<file path="config.mk">
export PLATFORM = sky130hd
export DESIGN_NAME = nco_phase_core
export DESIGN_NICKNAME = d
export VERILOG_FILES = /design/src/rtl/nco_pkg.sv /design/src/rtl/nco_accum.sv /design/src/rtl/nco_phase_add.sv /design/src/rtl/nco_sq_out.sv /design/src/rtl/nco_phase_core.sv
export SDC_FILE = /design/constraint.sdc
export NUM_CORES = 1
export LEC_CHECK = 0
export ABC_AREA = 1
export BUFFER_PORTS_ARGS = -buffer_cell sky130_fd_sc_hd__buf_2
export CAP_MARGIN = 0
export CELL_PAD_IN_SITES_DETAIL_PLACEMENT = 1
export CELL_PAD_IN_SITES_GLOBAL_PLACEMENT = 2
export CORE_MARGIN = 2
export CORE_UTILIZATION = 29
export CTS_CLUSTER_DIAMETER = 200
export CTS_CLUSTER_SIZE = 8
export DETAILED_ROUTE_END_ITERATION = 16
export PLACE_DENSITY_LB_ADDON = 0.12
export SKIP_LAST_GASP = 1
export SYNTH_ARGS = -nofsm -noshare
export SYNTH_HDL_FRONTEND = slang
export SYNTH_SLANG_ARGS = --single-unit
export TNS_END_PERCENT = 1
</file>
<file path="constraint.sdc">
create_clock -name clk_i -period 2.4 [get_ports clk_i]
set_input_delay 0.36 -clock clk_i [delete_from_list [all_inputs] [get_ports clk_i]]
set_output_delay 0.36 -clock clk_i [all_outputs]
set_load 0.005 [all_outputs]
</file>
<file path="src/rtl/nco_pkg.sv">
package nco_pkg;
  localparam int unsigned ACC_W_DEF = 28;
  localparam int unsigned PH_W_DEF  = 12;
  localparam int unsigned DAC_W_DEF = 10;

  typedef struct packed {
    logic fsel;
    logic psel;
    logic clr;
    logic run;
    logic sq_en;
    logic div2;
  } nco_ctrl_t;
endpackage

</file>
<file path="src/rtl/nco_accum.sv">
module nco_accum #(
  parameter int unsigned ACC_W = 28
) (
  input  logic             clk_i,
  input  logic             rst_ni,
  input  logic [ACC_W-1:0] freq0_i,
  input  logic [ACC_W-1:0] freq1_i,
  input  logic             fsel_i,
  input  logic             clr_i,
  input  logic             run_i,
  output logic [ACC_W-1:0] acc_o
);
  logic [ACC_W-1:0] inc;
  logic [ACC_W-1:0] acc_q;
  logic             armed_q;

  assign inc = fsel_i ? freq1_i : freq0_i;

  always_ff @(posedge clk_i or negedge rst_ni) begin
    if (!rst_ni)     acc_q <= '0;
    else if (clr_i)  acc_q <= '0;
    else if (run_i)  acc_q <= acc_q + inc;
  end

  always_ff @(posedge clk_i or negedge rst_ni) begin
    if (!rst_ni) armed_q <= 1'b0;
    else         armed_q <= 1'b1;
  end

  assign acc_o = acc_q;

  AST_ACC_CLEAR: assert property (@(posedge clk_i) disable iff (!rst_ni)
    clr_i |=> acc_o == '0);
  AST_ACC_STEP: assert property (@(posedge clk_i) disable iff (!rst_ni)
    (armed_q && !clr_i && run_i) |=>
      acc_o == $past(acc_o) + ($past(fsel_i) ? $past(freq1_i) : $past(freq0_i)));
  AST_ACC_SLEEP: assert property (@(posedge clk_i) disable iff (!rst_ni)
    (armed_q && !clr_i && !run_i) |=> $stable(acc_o));
endmodule

</file>
<file path="src/rtl/nco_phase_add.sv">
module nco_phase_add #(
  parameter int unsigned ACC_W = 28,
  parameter int unsigned PH_W  = 12,
  parameter int unsigned DAC_W = 10
) (
  input  logic             clk_i,
  input  logic             rst_ni,
  input  logic [ACC_W-1:0] acc_i,
  input  logic [PH_W-1:0]  phase0_i,
  input  logic [PH_W-1:0]  phase1_i,
  input  logic             psel_i,
  input  logic             clr_i,
  input  logic             run_i,
  output logic [DAC_W-1:0] dac_o
);
  localparam int unsigned PAD_W = ACC_W - PH_W;

  logic [PH_W-1:0]  off;
  logic [ACC_W-1:0] off_al;
  logic [ACC_W-1:0] ph_q;
  logic             armed_q;

  assign off    = psel_i ? phase1_i : phase0_i;
  assign off_al = {off, {PAD_W{1'b0}}};

  always_ff @(posedge clk_i or negedge rst_ni) begin
    if (!rst_ni)     ph_q <= '0;
    else if (clr_i)  ph_q <= '0;
    else if (run_i)  ph_q <= acc_i + off_al;
  end

  always_ff @(posedge clk_i or negedge rst_ni) begin
    if (!rst_ni) armed_q <= 1'b0;
    else         armed_q <= 1'b1;
  end

  // sawtooth: offset-binary from top bits
  assign dac_o = {~ph_q[ACC_W-1], ph_q[ACC_W-2 -: DAC_W-1]};

  AST_DAC_MIDSCALE: assert property (@(posedge clk_i) disable iff (!rst_ni)
    clr_i |=> dac_o == DAC_W'(1 << (DAC_W-1)));
  AST_DAC_FREEZE: assert property (@(posedge clk_i) disable iff (!rst_ni)
    (armed_q && !clr_i && !run_i) |=> $stable(dac_o));
endmodule

</file>
<file path="src/rtl/nco_sq_out.sv">
module nco_sq_out (
  input  logic clk_i,
  input  logic rst_ni,
  input  logic msb_i,
  input  logic clr_i,
  input  logic run_i,
  input  logic en_i,
  input  logic div2_i,
  output logic sq_o
);
  logic msb_d_q;
  logic div_q;
  logic rise;
  logic armed_q;

  assign rise = msb_i & ~msb_d_q;

  always_ff @(posedge clk_i or negedge rst_ni) begin
    if (!rst_ni) begin
      msb_d_q <= 1'b0;
      div_q   <= 1'b0;
    end else if (clr_i) begin
      msb_d_q <= 1'b0;
      div_q   <= 1'b0;
    end else if (run_i) begin
      msb_d_q <= msb_i;
      if (rise) div_q <= ~div_q;
    end
  end

  always_ff @(posedge clk_i or negedge rst_ni) begin
    if (!rst_ni) armed_q <= 1'b0;
    else         armed_q <= 1'b1;
  end

  assign sq_o = en_i & (div2_i ? div_q : msb_i);

  AST_DIV_TOGGLE: assert property (@(posedge clk_i) disable iff (!rst_ni)
    (armed_q && !clr_i && run_i && msb_i && !msb_d_q) |=> div_q != $past(div_q));
  AST_DIV_QUIET: assert property (@(posedge clk_i) disable iff (!rst_ni)
    (armed_q && !clr_i && !(run_i && msb_i && !msb_d_q)) |=> $stable(div_q));
  AST_DIV_CLEAR: assert property (@(posedge clk_i) disable iff (!rst_ni)
    clr_i |=> !div_q);
endmodule

</file>
<file path="src/rtl/nco_phase_core.sv">
module nco_phase_core
  import nco_pkg::*;
#(
  parameter int unsigned ACC_W = ACC_W_DEF,
  parameter int unsigned PH_W  = PH_W_DEF,
  parameter int unsigned DAC_W = DAC_W_DEF
) (
  input  logic             clk_i,
  input  logic             rst_ni,
  input  logic [ACC_W-1:0] freq0_i,
  input  logic [ACC_W-1:0] freq1_i,
  input  logic [PH_W-1:0]  phase0_i,
  input  logic [PH_W-1:0]  phase1_i,
  input  logic             fsel_i,
  input  logic             psel_i,
  input  logic             clr_i,
  input  logic             sleep_i,
  input  logic             sq_en_i,
  input  logic             div2_i,
  output logic [DAC_W-1:0] dac_o,
  output logic             sq_o
);
  nco_ctrl_t        ctrl;
  logic [ACC_W-1:0] acc;

  assign ctrl = '{fsel: fsel_i, psel: psel_i, clr: clr_i, run: ~sleep_i,
                  sq_en: sq_en_i, div2: div2_i};

  nco_accum #(.ACC_W(ACC_W)) u_accum (
    .clk_i   (clk_i),
    .rst_ni  (rst_ni),
    .freq0_i (freq0_i),
    .freq1_i (freq1_i),
    .fsel_i  (ctrl.fsel),
    .clr_i   (ctrl.clr),
    .run_i   (ctrl.run),
    .acc_o   (acc)
  );

  nco_phase_add #(.ACC_W(ACC_W), .PH_W(PH_W), .DAC_W(DAC_W)) u_phase (
    .clk_i    (clk_i),
    .rst_ni   (rst_ni),
    .acc_i    (acc),
    .phase0_i (phase0_i),
    .phase1_i (phase1_i),
    .psel_i   (ctrl.psel),
    .clr_i    (ctrl.clr),
    .run_i    (ctrl.run),
    .dac_o    (dac_o)
  );

  nco_sq_out u_sq (
    .clk_i  (clk_i),
    .rst_ni (rst_ni),
    .msb_i  (acc[ACC_W-1]),
    .clr_i  (ctrl.clr),
    .run_i  (ctrl.run),
    .en_i   (ctrl.sq_en),
    .div2_i (ctrl.div2),
    .sq_o   (sq_o)
  );

  AST_SQ_DISABLED: assert property (@(posedge clk_i) disable iff (!rst_ni)
    !sq_en_i |-> !sq_o);
endmodule

</file>
# == Yosys cells after proc, flatten, opt, wreduce, memory -nomap -nowiden ==
# Cells that the tools add are included.
# op_classes
n_addsub,2
n_eq_ne,1
n_mux,12
bitwise,5
n_reduce_logical,2
# op_table
op,count
$mux W28,5
$add A28 B28 Y28,2
$mux W12,1
$mux W1,6
$not A1 Y1,3
$and A1 B1 Y1,2
$ne A2 B2 Y1 const B,1
$reduce_and A2 Y1,1
$reduce_bool A2 Y1,1
# totals
register_bits,58
output_inout_bits,11

# == Depth between registers and ports, before layout ==
# logic_depth
depth_word,5
depth_mapped,15
depth_no_buf,14

# == By module ==
# A second synthesis with hierarchy kept.
# unflattened
cells_unflattened,760
hier_area_um2,4667.0
# modules_own_cells
mod,instances,cells_per_inst,area_each_um2,seq_area_each_um2
nco_accum,1,558,3419.5,700.7
nco_phase_add,1,186,1136.1,250.2
nco_sq_out,1,15,107.6,50.0
nco_phase_core,1,1,3.8,0.0

# == Worst setup path before layout ==
# Ideal clock, no wire load.
# synth_path
path_type,input to register
start,input fsel_i
end,"register u_accum.acc_q[26], in the netlist u_accum.acc_o[26]"
setup_time_ns,0.117
arrival_time_ns,2.188
path_slack_ns,0.095
cell_stages,12
path_cell_list,buf_2 buf_2 mux2_2 ha_1 nand2_2 inv_2 a21oi_1 nand2_1 a21oi_1 nand3_1 nand3_1 nand2_1
# synth_via
elab_chain_len,4
# synth_rtl
element,line_no,rtl
"start, declared",nco_phase_core.sv:14,"input logic fsel_i,"
$mux W28,nco_accum.sv:17,assign inc = fsel_i ? freq1_i : freq0_i;
$add A28 B28 Y28,nco_accum.sv:22,else if (run_i) acc_q <= acc_q + inc;
$mux W28,nco_accum.sv:22,
$mux W28,nco_accum.sv:21,else if (clr_i) acc_q <= '0;
"end signal, assigned",nco_accum.sv:22,
"end, declared",nco_accum.sv:14,logic [ACC_W-1:0] acc_q;
# No other way between the ends. The select of a mux whose other input is x is not followed.
# A chain may end at the register's enable or synchronous reset.

# == Worst setup path after layout ==
# layout_path
start,input fsel_i
end,"register u_accum.acc_q[16], in the netlist u_accum.acc_o[16]"
# Same word-level chain as after synthesis.

==> results.sh <==
export IMPL_fp_dieW_um=130
export IMPL_wl_met3_um=569
export IMPL_synth_top_area_share=0.251
export IMPL_swShare=0.422
export IMPL_finalInstanceArea_um2=5870
export IMPL_top_layer_used="met4"
export IMPL_start_util=0.294
export IMPL_multi_input_area_um2=3120
export IMPL_seq_area_um2=1000
export IMPL_reg2reg_depth=11
export IMPL_cts_root_buf="clkbuf_16"
export IMPL_cts_setup_buffers=0
export IMPL_tightestPinTransition_ns=0.645
export IMPL_wl_met1_um=7540
export IMPL_worst_setup_path_end_kind="register"
export IMPL_die_h_um=130
export IMPL_rsz0062_at_grt="true"
export IMPL_finalCriticalPeriod_ns=2.24
export IMPL_max_vdd_ir_drop_mv=0.264
export IMPL_power_frac_comb=0.503
export IMPL_synthCells=759
export IMPL_cp_max_fo=4
export IMPL_cts_tree="yes"
export IMPL_synth_area_leader_cell="nand2_1"
export IMPL_antenna_found_initial=0
export IMPL_grtUsageTotal=0.208
export IMPL_skew_ns=0.0104
export IMPL_hold_class="input port to async pin"
export IMPL_h_tree_depth=2
export IMPL_pin_count=99
export IMPL_port_buffers=98
export IMPL_std_cell_rows=46
export IMPL_netlist_top_cells_area="nand2_1 (25%), dfrtp_1 (22%), ha_1 (10%)"
export IMPL_p_int_mw=1.97
export IMPL_seq_area_frac_synth=0.216
export IMPL_dr_pass1_iters=5
export IMPL_r2r_setup_slack_ns=0.31
export IMPL_reg2reg_from="u_accum.acc_o[0]"
export IMPL_yosys_register_bits=40
export IMPL_instances_no_fill=1109
export IMPL_leakagePower_nw=3.41
export IMPL_place_congestion=0.868
export IMPL_avgSynthCellArea_um2=6.11
export IMPL_finalSetupViolations=0
export IMPL_final_nets=1018
export IMPL_synth_area_um2=4630
export IMPL_arrival_ns=2.47
export IMPL_outcome="completed"
export IMPL_slew_limit_headroom=0.570
export IMPL_clkTransAtPathRegs_ns=0.07
export IMPL_dp_hpwl_um=14500
export IMPL_vias_per_cell=4.58
export IMPL_overflow=0
export IMPL_area_growth_pct=26.8
export IMPL_grt_max_degree=27
export IMPL_slew_viol_final=0
export IMPL_p_seq_frac=0.248
export IMPL_dp_cells=1101
export IMPL_syn_nets=885
export IMPL_wl_per_cell_um=15.2
export IMPL_grt_pass1_wl_um=27700
export IMPL_fillers=2152
export IMPL_criticalPathCategory="input port to register"
export IMPL_power_density_nw_per_um2=580
export IMPL_cts_sinks=40
export IMPL_wl_met2_um=8480
export IMPL_place_area_um2=5690
export IMPL_vias=5082
export IMPL_ys_types=35
export IMPL_clockBufferDepth=2
export IMPL_power_mw=3.41
export IMPL_clock_latency_ns=0.30
export IMPL_fmax_mhz=446
export IMPL_switchingPower_mw=1.44
export IMPL_startpoint_type="input port"
export IMPL_insertedDiodeCount=0
export IMPL_drtIter0Drc=159
export IMPL_wirelength_um=16900
export IMPL_antenna_left=0
export IMPL_coreArea_um2=15800
export IMPL_drc=0
export IMPL_drive_gt1_frac=0.252
export IMPL_grt_pass1_vias=5561
export IMPL_yosys_warnings=0
export IMPL_period_share=0.933
export IMPL_final_util=0.373
export IMPL_hold_viol=0
export IMPL_required_ns=2.63
export IMPL_cap_violations=0
export IMPL_r2r_end="u_accum.acc_o[16]"
export IMPL_die_area_um2=17000
export IMPL_cts_buffers=5
export IMPL_clock_power_share=0.249
-- power by group through the flow --
stage	Clock, mW	Sequential [mW]	Combinational [mW]
floorplan	0	0.832	1.09
detailed placement	0	0.861	1.73
finish	0.850	0.845	1.71
global placement	0	0.855	1.70
global route	0.899	0.860	1.95
CTS	0.882	0.847	1.74
-- placed cells by master (no fill, tap or decap), drive strengths merged, types with 2 or more instances in the layout --
| cell type | n |
|---|---|
| xnor2 | 2 |
| a21oi | 33 |
| nor3 | 3 |
| nand4 | 6 |
| nand3 | 47 |
| o21bai | 4 |
| mux2 | 27 |
| and2 | 4 |
| a21o | 2 |
| a22o | 2 |
| nand2 | 323 |
| inv | 106 |
| clkbuf | 6 |
| o21ai | 33 |
| dfrtp | 40 |
| buf | 147 |
| nor2 | 61 |
| ha | 37 |
-- cell families after synthesis --
kind of cell,synth area share
buffers and inverters,0.112
multiplexers,0.0656
AO/OA/AOI/OAI,0.0915
AND/OR/NAND/NOR,0.405
flip-flops,0.216
XOR/XNOR,0.00567
adder cells (fa/ha/maj),0.104
-- per-layer routing --
metal | track usage | vias up
met1 | 0.250 | 2324
met2 | 0.395 | 89
met5 | 0 | -
met3 | 0.0248 | 18
met4 | 0.0494 | 0
li1 | - | 2651
-- through the flow --
step	setup slack, ns	hold slack (ns)	TNS [ns]
finish	0.160	0.0741	0
global placement	-0.185	0.430	-1.84
detailed placement	-0.216	0.435	-2.55
CTS	0.0957	0.104	0
floorplan	0.0948	0.0644	0
global route	-0.0360	0.132	-0.0883
-- cell type report --
| class | count | share of cell area |
|---|---|---|
| multi-input combinational | 592 | 0.531 |
| clock buffer | 6 | 0.0236 |
| sequential | 40 | 0.170 |
| clock inverter | 2 | 0.00660 |
| timing repair buffer | 147 | 0.155 |
| inverter | 106 | 0.0677 |
| tap | 216 | 0.0460 |
-- critical path, cell delays in order --
cell and delay, ns:
buf_2 0.15, mux2_2 0.35, ha_1 0.21, fa_1 0.46
nand2_1 0.13, nand3_1 0.10, nand3_1 0.11, nand2_2 0.12
nand2_1 0.08, nand3_1 0.13, nand2_1 0.09, nand2_1 0.05
o21ai_1 0.12
-- how the worst max path moves through the flow --
| stage | startpoint | to | depth (start not counted) |
|---|---|---|---|
| 3_5_place_dp | fsel_i | u_accum.acc_o[14] | 13 |
| 2_1_floorplan | fsel_i | u_accum.acc_o[26] | 12 |
| 3_3_place_gp | fsel_i | u_accum.acc_o[22] | 13 |
| 6_report | fsel_i | u_accum.acc_o[16] | 13 |
| 5_1_grt | fsel_i | u_accum.acc_o[24] | 14 |
| 4_1_cts | fsel_i | u_accum.acc_o[14] | 13 |
-- registers in the layout, summed over array words and instances, names as in the netlist --
name,count
u_sq.msb_d_q,1
u_sq.div_q,1
u_phase.ph_q,10
u_accum.acc_o,28
-- cells in the mapped netlist --
cell	number
a32o_1	1
a21o_1	2
nor3_1	1
a22o_1	2
fa_1	1
o21a_1	1
buf_4	9
inv_1	98
or2_2	1
inv_2	8
xor2_1	1
ha_1	37
nand3_2	5
o21ai_0	22
a21oi_1	31
nand3b_1	1
xnor2_1	2
and2_1	4
a31oi_1	1
nand2_1	310
nand2_2	13
and3_1	1
nor3_2	2
nor2_4	2
nand3_1	42
o21ai_1	11
nor2_1	51
nor2_2	8
dfrtp_1	40
nand4_1	6
a21oi_2	2
clkbuf_1	5
buf_2	7
mux2_2	27
o21bai_1	4
-- what timing repair did --
action / 4_1_cts / 5_1_grt
resized for setup: 0 / 1
setup endpoints to repair: 0 / 7
hold buffers: 0 / 0
endpoints found under the hold margin: 0 / 0
Power figures use the tool's default switching activity.
